### config.mk
export PLATFORM = sky130hd
export DESIGN_NAME = ircar_gen
export DESIGN_NICKNAME = d
export VERILOG_FILES = /design/src/rtl/ircar_pkg.sv /design/src/rtl/ircar_lut.sv /design/src/rtl/ircar_cfg.sv /design/src/rtl/ircar_phase.sv /design/src/rtl/ircar_gen.sv
export SDC_FILE = /design/constraint.sdc
export NUM_CORES = 1
export LEC_CHECK = 0
export BUFFER_PORTS_ARGS = -buffer_cell sky130_fd_sc_hd__buf_4
export CORE_ASPECT_RATIO = 0.7
export CORE_MARGIN = 4
export CORE_UTILIZATION = 35
export CTS_CLUSTER_DIAMETER = 80
export CTS_CLUSTER_SIZE = 12
export DETAILED_ROUTE_END_ITERATION = 6
export GPL_TIMING_DRIVEN = 0
export MAX_ROUTING_LAYER = met4
export PLACE_DENSITY = 0.57
export SETUP_SLACK_MARGIN = 0.2
export SLEW_MARGIN = 20
export SYNTH_ARGS = -nofsm -noshare
export SYNTH_HDL_FRONTEND = slang
export SYNTH_HIERARCHICAL = 1
export SYNTH_SLANG_ARGS = --single-unit
### constraint.sdc
create_clock -name clk -period 5.03 [get_ports clk]
set_input_delay 0.7545 -clock clk [delete_from_list [all_inputs] [get_ports clk]]
set_output_delay 0.7545 -clock clk [all_outputs]
set_load 0.005 [all_outputs]
### src/rtl/ircar_pkg.sv
package ircar_pkg;
  localparam int CODE_W   = 5;
  localparam int NCODE    = 1 << CODE_W;
  localparam logic [CODE_W-1:0] RST_CODE = 5'd9;  // 36 kHz
  localparam int LOW_HZ   = 30000;

  // Carrier frequency in Hz selected by a code
  function automatic int code_hz(int code);
    if (code <= 2)       return 58000 + code * 1000;
    else if (code == 30) return 56900;
    else if (code >= 31) return 36000;
    else                 return (code + 27) * 1000;
  endfunction

  // Rounded number of clock cycles in one carrier period
  function automatic int hz_to_cyc(int clk_hz, int hz);
    return (clk_hz + hz / 2) / hz;
  endfunction
endpackage

### src/rtl/ircar_lut.sv
module ircar_lut #(
  parameter int CLK_HZ   = 24_000_000,
  parameter int HIGH_CYC = 168,
  parameter int PW       = 10
) (
  input  logic [ircar_pkg::CODE_W-1:0] code,
  output logic [PW-1:0]                period,
  output logic [PW-1:0]                high
);
  logic [PW-1:0] per_tab [ircar_pkg::NCODE];
  logic [PW-1:0] hi_tab  [ircar_pkg::NCODE];

  for (genvar g = 0; g < ircar_pkg::NCODE; g++) begin : g_entry
    localparam int P  = ircar_pkg::hz_to_cyc(CLK_HZ, ircar_pkg::code_hz(g));
    localparam int HI = (P < 2 * HIGH_CYC) ? P / 2 : HIGH_CYC;
    assign per_tab[g] = PW'(P);
    assign hi_tab[g]  = PW'(HI);
  end

  always_comb begin
    period = per_tab[code];
    high   = hi_tab[code];
  end
endmodule

### src/rtl/ircar_cfg.sv
module ircar_cfg (
  input  logic                          clk,
  input  logic                          rst_n,
  input  logic                          we,
  input  logic [ircar_pkg::CODE_W-1:0]  code_in,
  input  logic                          en,
  input  logic                          wrap,
  output logic [ircar_pkg::CODE_W-1:0]  active_code
);
  logic [ircar_pkg::CODE_W-1:0] pend_code;
  logic                         pend_vld;
  logic                         apply;

  assign apply = !en || wrap;

  always_ff @(posedge clk) begin
    if (!rst_n) begin
      active_code <= ircar_pkg::RST_CODE;
      pend_code   <= ircar_pkg::RST_CODE;
      pend_vld    <= 1'b0;
    end else begin
      if (apply && pend_vld) begin
        active_code <= pend_code;
        pend_vld    <= 1'b0;
      end
      if (we) begin
        pend_code <= code_in;
        pend_vld  <= 1'b1;
      end
    end
  end


  apply_chk: assert property (@(posedge clk) disable iff (!rst_n)
    (pend_vld && apply) |=> (active_code == $past(pend_code)));
endmodule

### src/rtl/ircar_phase.sv
module ircar_phase #(
  parameter int PW = 10
) (
  input  logic          clk,
  input  logic          rst_n,
  input  logic          en,
  input  logic [PW-1:0] period,
  input  logic [PW-1:0] high,
  output logic          wrap,
  output logic          carrier
);
  logic [PW-1:0] cnt;

  assign wrap = en && (cnt == period - PW'(1));

  always_ff @(posedge clk) begin
    if (!rst_n || !en) begin
      cnt     <= '0;
      carrier <= 1'b0;
    end else begin
      carrier <= (cnt < high);
      cnt     <= wrap ? '0 : cnt + PW'(1);
    end
  end


  off_low_chk: assert property (@(posedge clk) disable iff (!rst_n)
    !en |=> !carrier);


  rise_phase_chk: assert property (@(posedge clk) disable iff (!rst_n)
    $rose(carrier) |-> (cnt == PW'(1)));


  cnt_bound_chk: assert property (@(posedge clk) disable iff (!rst_n)
    en |-> (cnt < period));
endmodule

### src/rtl/ircar_gen.sv
module ircar_gen #(
  parameter int CLK_HZ   = 24_000_000,
  parameter int HIGH_CYC = 168
) (
  input  logic       clk,
  input  logic       rst_n,
  input  logic       en,
  input  logic       cfg_we,
  input  logic [4:0] cfg_code,
  output logic       carrier
);
  localparam int PMAX = ircar_pkg::hz_to_cyc(CLK_HZ, ircar_pkg::LOW_HZ);
  localparam int PW   = $clog2(PMAX + 1);

  logic [ircar_pkg::CODE_W-1:0] active_code;
  logic [PW-1:0]                period;
  logic [PW-1:0]                high;
  logic                         wrap;

  ircar_cfg u_cfg (
    .clk         (clk),
    .rst_n       (rst_n),
    .we          (cfg_we),
    .code_in     (cfg_code),
    .en          (en),
    .wrap        (wrap),
    .active_code (active_code)
  );

  ircar_lut #(.CLK_HZ(CLK_HZ), .HIGH_CYC(HIGH_CYC), .PW(PW)) u_lut (
    .code   (active_code),
    .period (period),
    .high   (high)
  );

  ircar_phase #(.PW(PW)) u_phase (
    .clk     (clk),
    .rst_n   (rst_n),
    .en      (en),
    .period  (period),
    .high    (high),
    .wrap    (wrap),
    .carrier (carrier)
  );


  hold_between_chk: assert property (@(posedge clk) disable iff (!rst_n)
    (en && !wrap) |=> $stable(active_code));
endmodule

==> run summary, run 1 <==
Post-DRT Antenna Nets - 0
Synth top area share - 21.5%
Prevailing post-synth register cell - dfxtp_1
Initial antenna violation count - 0
Yosys cell types - 49
Clk root buf - clkbuf_8
RSZ-0062 raised after global routing - false
Largest net degree at the start of global routing - 14
Floorplan Core Area - 5700 um2
Cell taking the most area after synthesis - dfxtp_1
Internal power - 0.000329 W
CTS tree - yes
Crit start category - flip-flop
Die height - 72.1 um
Layout Nets - 299
Crit path time final - 4.38 ns
Clk sinks - 22
Crit path arrival time - 4.59 ns
Sw frac - 25.7%
VDD IR max - 0.0000931 V
Fin crit share - 87.1%
Commonest cells post-synth - nor2_1, dfxtp_1, inv_1
Critical path's top delay family - simple AND/OR/NAND/NOR gates
Drt via density - 4.86
N_diodes - 0
Num CTS Buffers - 3
Pre-CTS setup slack - 0.734 ns
Comb pwr share - 20.1%
# hold bufs at CTS - 0
Final setup margin - 0.647 ns
Clk_lat worst skew - 0.27 ns
Worst-Margin Slew - 0.552 ns
CP Data Required Time - 5.23 ns
Mapped cell area - 2050 um2
Status - finished clean
Gpl congestion - 0.848
I/O pin count - 10
Critical path class - reg -> reg
Die X - 99.5 um
Layout cell share with drive strength beyond 1 - 15.2%
Asr flop ratio synth - 0%
Filler cells - 591
Worst-path clk slew - 0.08 ns
Vias in the first global route - 1,487
EDFF count, synth - 0
First-pass DRT Iterations - 4
Final hold vios - 0
Clk network pwr share - 37.7%
Clock skew - 0.00437 ns
Tot GR Track Use - 12.8%
Relative slew slack - 63.2%
Yosys warns - 6
Overflow after GRT - 0
PortBufs - 8
Global-route wire length before repair - 7.22 mm
Post-CTS setup buffers - 0
CP max FO - 12
Clock Path Buffers - 2
Hold WC Path Type - reg -> reg
Area Growth Syn to Fin - 12.4%
Crit path largest cell delay - 0.62 ns
Crit path cell chain - inv_1 > ha_1 > nor2b_1 > nor2_1 > mux4_1 > inv_1 > ha_1 > nor3b_1 > nand2_1 > xnor2_1 > or4_4 > nor3_1 > nand2b_4 > and2_4 > buf_6 > mux2i_1
Gate Count Post-Synth - 250
Count leader, synth - nor2_1
Setup violators final - 0
Post-layout util - 40.5%
Maximum clock frequency - 228 MHz
Leak Pwr - 1.04 nW
Detail Placement HPWL - 3.34 mm
Worst Path Buf+Inv - 3
Area contributors post-synth - dfxtp_1, ha_1, mux2i_1
Setup crit end kind - flip-flop
Initial drt markers - 78
Slew Viols, Final - 0
Mapped Avg Cell Area - 8.21 um2
DRC - 0
Initial Utilization - 36.0%
H-Tree Depth - 1
Final TNS setup - 0 ns
Placement Rows - 23
Synthesized flop and latch total - 22
Max stage delay cell, worst path - dfxtp_1
Seq pwr share - 42.2%
Max-cap violations - 0
Hold Slack - 0.468 ns
Sw Pwr - 0.000114 W
Post-synthesis sequential area ratio - 21.5%
Routed wire per std cell - 12.3 um
CTS resizes - 0
Total Die Area - 7170 um2
Final wirelength - 4.23 mm
Vias post-DR - 1,676
Cell area power density - 192 nW/um2
[logic make-up after synthesis]
kind of cell | count (synthesis) | share of synthesized area [%]
adder cells (fa/ha/maj) | 19 | 11.6
multiplexers | 16 | 9.82
XOR/XNOR | 21 | 8.96
other | 2 | 0.366
AND/OR/NAND/NOR | 87 | 21.8
flip-flops | 22 | 21.5
buffers and inverters | 42 | 11.0
AO/OA/AOI/OAI | 41 | 15.0
[state kept, by name, summed over array words and instances (netlist names)]
signal             flops
u_cfg/active_code      5
u_phase/cnt           10
u_cfg/pend_code        5
u_cfg/pend_vld         1
u_phase/carrier        1
[placed cells by master (no fill, tap or decap), drive strengths merged, types with 2 or more instances in the layout]
master,Yosys,routed
a21oi,9,9
a31oi,2,2
xor2,13,13
o2bb2ai,3,3
dfxtp,22,22
mux2i,13,13
a211oi,3,3
ha,19,19
and2,2,2
or4,2,2
conb,2,10
a221oi,3,3
xnor2,8,8
mux4,3,3
nor2,26,26
o21bai,2,2
clkbuf,1,4
and3,4,4
o311ai,2,2
buf,18,26
inv,23,23
nor2b,8,8
nor3b,2,2
nand3,10,10
nand2,18,18
nor3,4,4
o21ai,7,7
o211ai,2,2
nand2b,7,7
[power by group through the flow]
stage / clock network, W / registers, W / logic, W
after CTS: 0.000173 / 0.000187 / 0.0000886
final: 0.000167 / 0.000187 / 0.0000891
after global routing: 0.000180 / 0.000188 / 0.000100
after detailed placement: 0 / 0.000191 / 0.0000882
after global placement: 0 / 0.000191 / 0.0000875
after floorplan: 0 / 0.000189 / 0.0000684
[path summary, 6_finish.rpt]
| check | from | endpoint | slack [ns] | cells past startpoint |
|---|---|---|---|---|
| worst min register to register | u_cfg/pend_code[1]$_SDFFE_PN0P_ | u_cfg/active_code[1]$_SDFFE_PN0P_ | 0.47 | 2 |
| worst min-delay path | u_cfg/pend_code[1]$_SDFFE_PN0P_ | u_cfg/active_code[1]$_SDFFE_PN0P_ | 0.47 | 2 |
| worst max register to register | u_cfg/active_code[0]$_SDFFE_PN1P_ | u_cfg/active_code[2]$_SDFFE_PN0P_ | 0.65 | 16 |
| worst max-delay path | u_cfg/active_code[0]$_SDFFE_PN1P_ | u_cfg/active_code[2]$_SDFFE_PN0P_ | 0.65 | 16 |
[worst min-delay path, delay by kind of cell (launching register included)]
kind             cells  cell delay, ns
multiplexers         1            0.05
AND/OR/NAND/NOR      1            0.05
flip-flops           1            0.32
[through the flow]
step | cell area [um2] | cells | power (W)
4_1_cts | 2310 | 345 | 0.000448
2_1_floorplan | 2080 | 258 | 0.000257
5_1_grt | 2310 | 345 | 0.000468
6_report | 2310 | 345 | 0.000443
3_5_place_dp | 2240 | 341 | 0.000279
3_3_place_gp | 2240 | 341 | 0.000278
[cell type report]
| type | count | area, um2 | share of cell area (%) |
|---|---|---|---|
| Multi-Input combinational cell | 194 | 1420 | 61.3 |
| Sequential cell | 22 | 440 | 19.1 |
| Buffer | 19 | 140 | 6.07 |
| Tap cell | 75 | 93.8 | 4.07 |
| Inverter | 23 | 86.3 | 3.74 |
| Timing Repair Buffer | 8 | 60.1 | 2.60 |
| Clock buffer | 3 | 41.3 | 1.79 |
| Clock inverter | 1 | 30.0 | 1.30 |
[per-layer routing]
metal | vias up | routed length, um | GRT usage (%)
met3 | 3 | 285 | 3.94
met4 | 0 | 17 | 1.82
met5 | - | 0 | -
li1 | 882 | - | -
met1 | 744 | 2280 | 18.8
met2 | 47 | 1650 | 17.3
(Power assumes the default switching activity.)
==> run 2: changes to the inputs <==
--- a/config.mk
+++ b/config.mk
@@ -15,7 +15,9 @@
 export GPL_TIMING_DRIVEN = 0
 export MAX_ROUTING_LAYER = met4
 export PLACE_DENSITY = 0.57
+export RECOVER_POWER = 100
 export SETUP_SLACK_MARGIN = 0.2
+export SKIP_CTS_REPAIR_TIMING = 1
 export SLEW_MARGIN = 20
 export SYNTH_ARGS = -nofsm -noshare
 export SYNTH_HDL_FRONTEND = slang
==> run summary, run 2 (same netlist as run 1, synthesis figures left out) <==
Worst R2R Path Depth - 16
Hold Slack - 0.470 ns
Sw frac - 25.7%
Max stage delay cell, worst path - dfxtp_1
CP startpoint - u_cfg/active_code[0]$_SDFFE_PN1P_
Crit Reg-Reg Endpoint - u_cfg/active_code[4]$_SDFFE_PN0P_
Final wirelength - 4.20 mm
Setup violators final - 0
Relative slew slack - 63.9%
Clk sinks - 22
Crit path largest cell delay - 0.62 ns
Final TNS setup - 0 ns
Die X - 99.5 um
N_diodes - 0
Post-DRT Antenna Nets - 0
Critical path class - reg -> reg
CTS tree - yes
Fin crit share - 89.7%
Floorplan Core Area - 5700 um2
Area Growth Syn to Fin - 11.3%
CP Data Required Time - 5.23 ns
Largest net degree at the start of global routing - 14
Worst-path clk slew - 0.08 ns
Layout cell share with drive strength beyond 1 - 13.0%
DRC - 0
Cell area power density - 193 nW/um2
Crit start category - flip-flop
Multi-input logic area - 1400 um2
Critical path's top delay family - simple AND/OR/NAND/NOR gates
Crit path time final - 4.51 ns
Placed Area - 2240 um2
PortBufs - 8
First-pass DRT Iterations - 4
Origin of the critical flop-to-flop path - u_cfg/active_code[0]$_SDFFE_PN1P_
Clock skew - 0.00431 ns
Leak Pwr - 1.02 nW
Setup crit end kind - flip-flop
Seq pwr share - 42.4%
Met2 global-route usage - 17.3%
Vias post-DR - 1,658
Met1 Resource Use GR - 18.8%
Most common cell after layout, fill and taps aside - nor2_1
Clk_lat worst skew - 0.27 ns
Worst Path Buf+Inv - 3
GR peak layer - met1
H-Tree Depth - 1
Clk network pwr share - 37.9%
Most flops, register - u_phase/cnt
Clk root buf - clkbuf_8
Die height - 72.1 um
Top flop regs - u_phase/cnt: 10 flops, u_cfg/active_code: 5 flops, u_cfg/pend_code: 5 flops
Detail Placement HPWL - 3.34 mm
Filler cells - 594
Post-layout util - 40.1%
Sw Pwr - 0.000113 W
Overflow after GRT - 0
Crit path depth - 16
Slew Viols, Final - 0
Initial drt markers - 74
Most frequent cells in the layout - nor2_1, inv_1, dfxtp_1
Hold_sp - u_cfg/pend_code[1]$_SDFFE_PN0P_
I/O pin count - 10
Total Die Area - 7170 um2
Hold WC Path Type - reg -> reg
Crit path arrival time - 4.72 ns
Register Area - 440 um2
Crit path capture - u_cfg/active_code[4]$_SDFFE_PN0P_
Tot GR Track Use - 12.8%
Clock Path Buffers - 2
FF-to-FF setup slack - 0.52 ns
Final hold vios - 0
Vias in the first global route - 1,487
Initial antenna violation count - 0
Routed wire per std cell - 12.2 um
Layout Nets - 299
Pre-CTS setup slack - 0.734 ns
Worst-Margin Slew - 0.542 ns
Status - finished clean
Num CTS Buffers - 3
Max reg flops - 10
Maximum clock frequency - 222 MHz
M3 GR Usage - 3.94%
Initial Utilization - 36.0%
Post-route cell area - 2280 um2
Global-route wire length before repair - 7.22 mm
Drt via density - 4.81
Placement Rows - 23
Max-cap violations - 0
CP max FO - 12
Gpl congestion - 0.848
Crit path cell chain - inv_1 > ha_1 > nor2b_1 > nor2_1 > mux4_1 > inv_1 > ha_1 > nor3b_1 > nand2_1 > xnor2_1 > or4_1 > nor3_1 > nand2b_1 > and2_0 > buf_6 > mux2i_1
Final setup margin - 0.519 ns
Internal power - 0.000327 W
RSZ-0062 raised after global routing - false
Comb pwr share - 19.7%
VDD IR max - 0.0000926 V
-- run 2: metal layers --
layer  part of all wire, %  vias to the layer above
li1                      -                      880
met3                   5.2                        3
met1                    55                      742
met2                    40                       33
met4                  0.40                        0
met5                     0                        -
-- run 2: how the worst min path moves through the flow --
stage | slack, ns | depth (start not counted) | end
2_1_floorplan | 0.44 | 2 | u_cfg/active_code[2]$_SDFFE_PN0P_
3_3_place_gp | 0.46 | 2 | u_cfg/active_code[1]$_SDFFE_PN0P_
3_5_place_dp | 0.46 | 2 | u_cfg/active_code[1]$_SDFFE_PN0P_
4_1_cts | 0.47 | 2 | u_cfg/active_code[1]$_SDFFE_PN0P_
5_1_grt | 0.48 | 2 | u_cfg/active_code[1]$_SDFFE_PN0P_
6_report | 0.47 | 2 | u_cfg/active_code[1]$_SDFFE_PN0P_
-- run 2: tightest hold or removal path, delay by kind of cell (launching register included) --
| kind | cells | cell delay [ns] |
|---|---|---|
| DFF | 1 | 0.32 |
| and+or+nand+nor | 1 | 0.05 |
| muxes | 1 | 0.05 |
-- run 2: area by class of cell --
class | count | share of cell area, %
inverter | 23 | 3.78
tap | 75 | 4.11
multi-input combinational | 194 | 61.3
clock inverter | 1 | 1.31
sequential | 22 | 19.3
clock buffer | 3 | 1.81
timing repair buffer | 8 | 2.30
buffer | 19 | 6.08
-- run 2: per-stage QoR --
stage               total power (W)  cells
finish                     0.000441    345
global route               0.000466    345
CTS                        0.000448    345
detailed placement         0.000279    341
global placement           0.000278    341
floorplan                  0.000257    258
-- run 2: power groups by stage --
stage	registers [W]	clock network (W)	logic, W
floorplan	0.000189	0	0.0000684
global placement	0.000191	0	0.0000875
detailed placement	0.000191	0	0.0000882
CTS	0.000187	0.000173	0.0000886
global route	0.000188	0.000180	0.0000981
finish	0.000187	0.000167	0.0000870
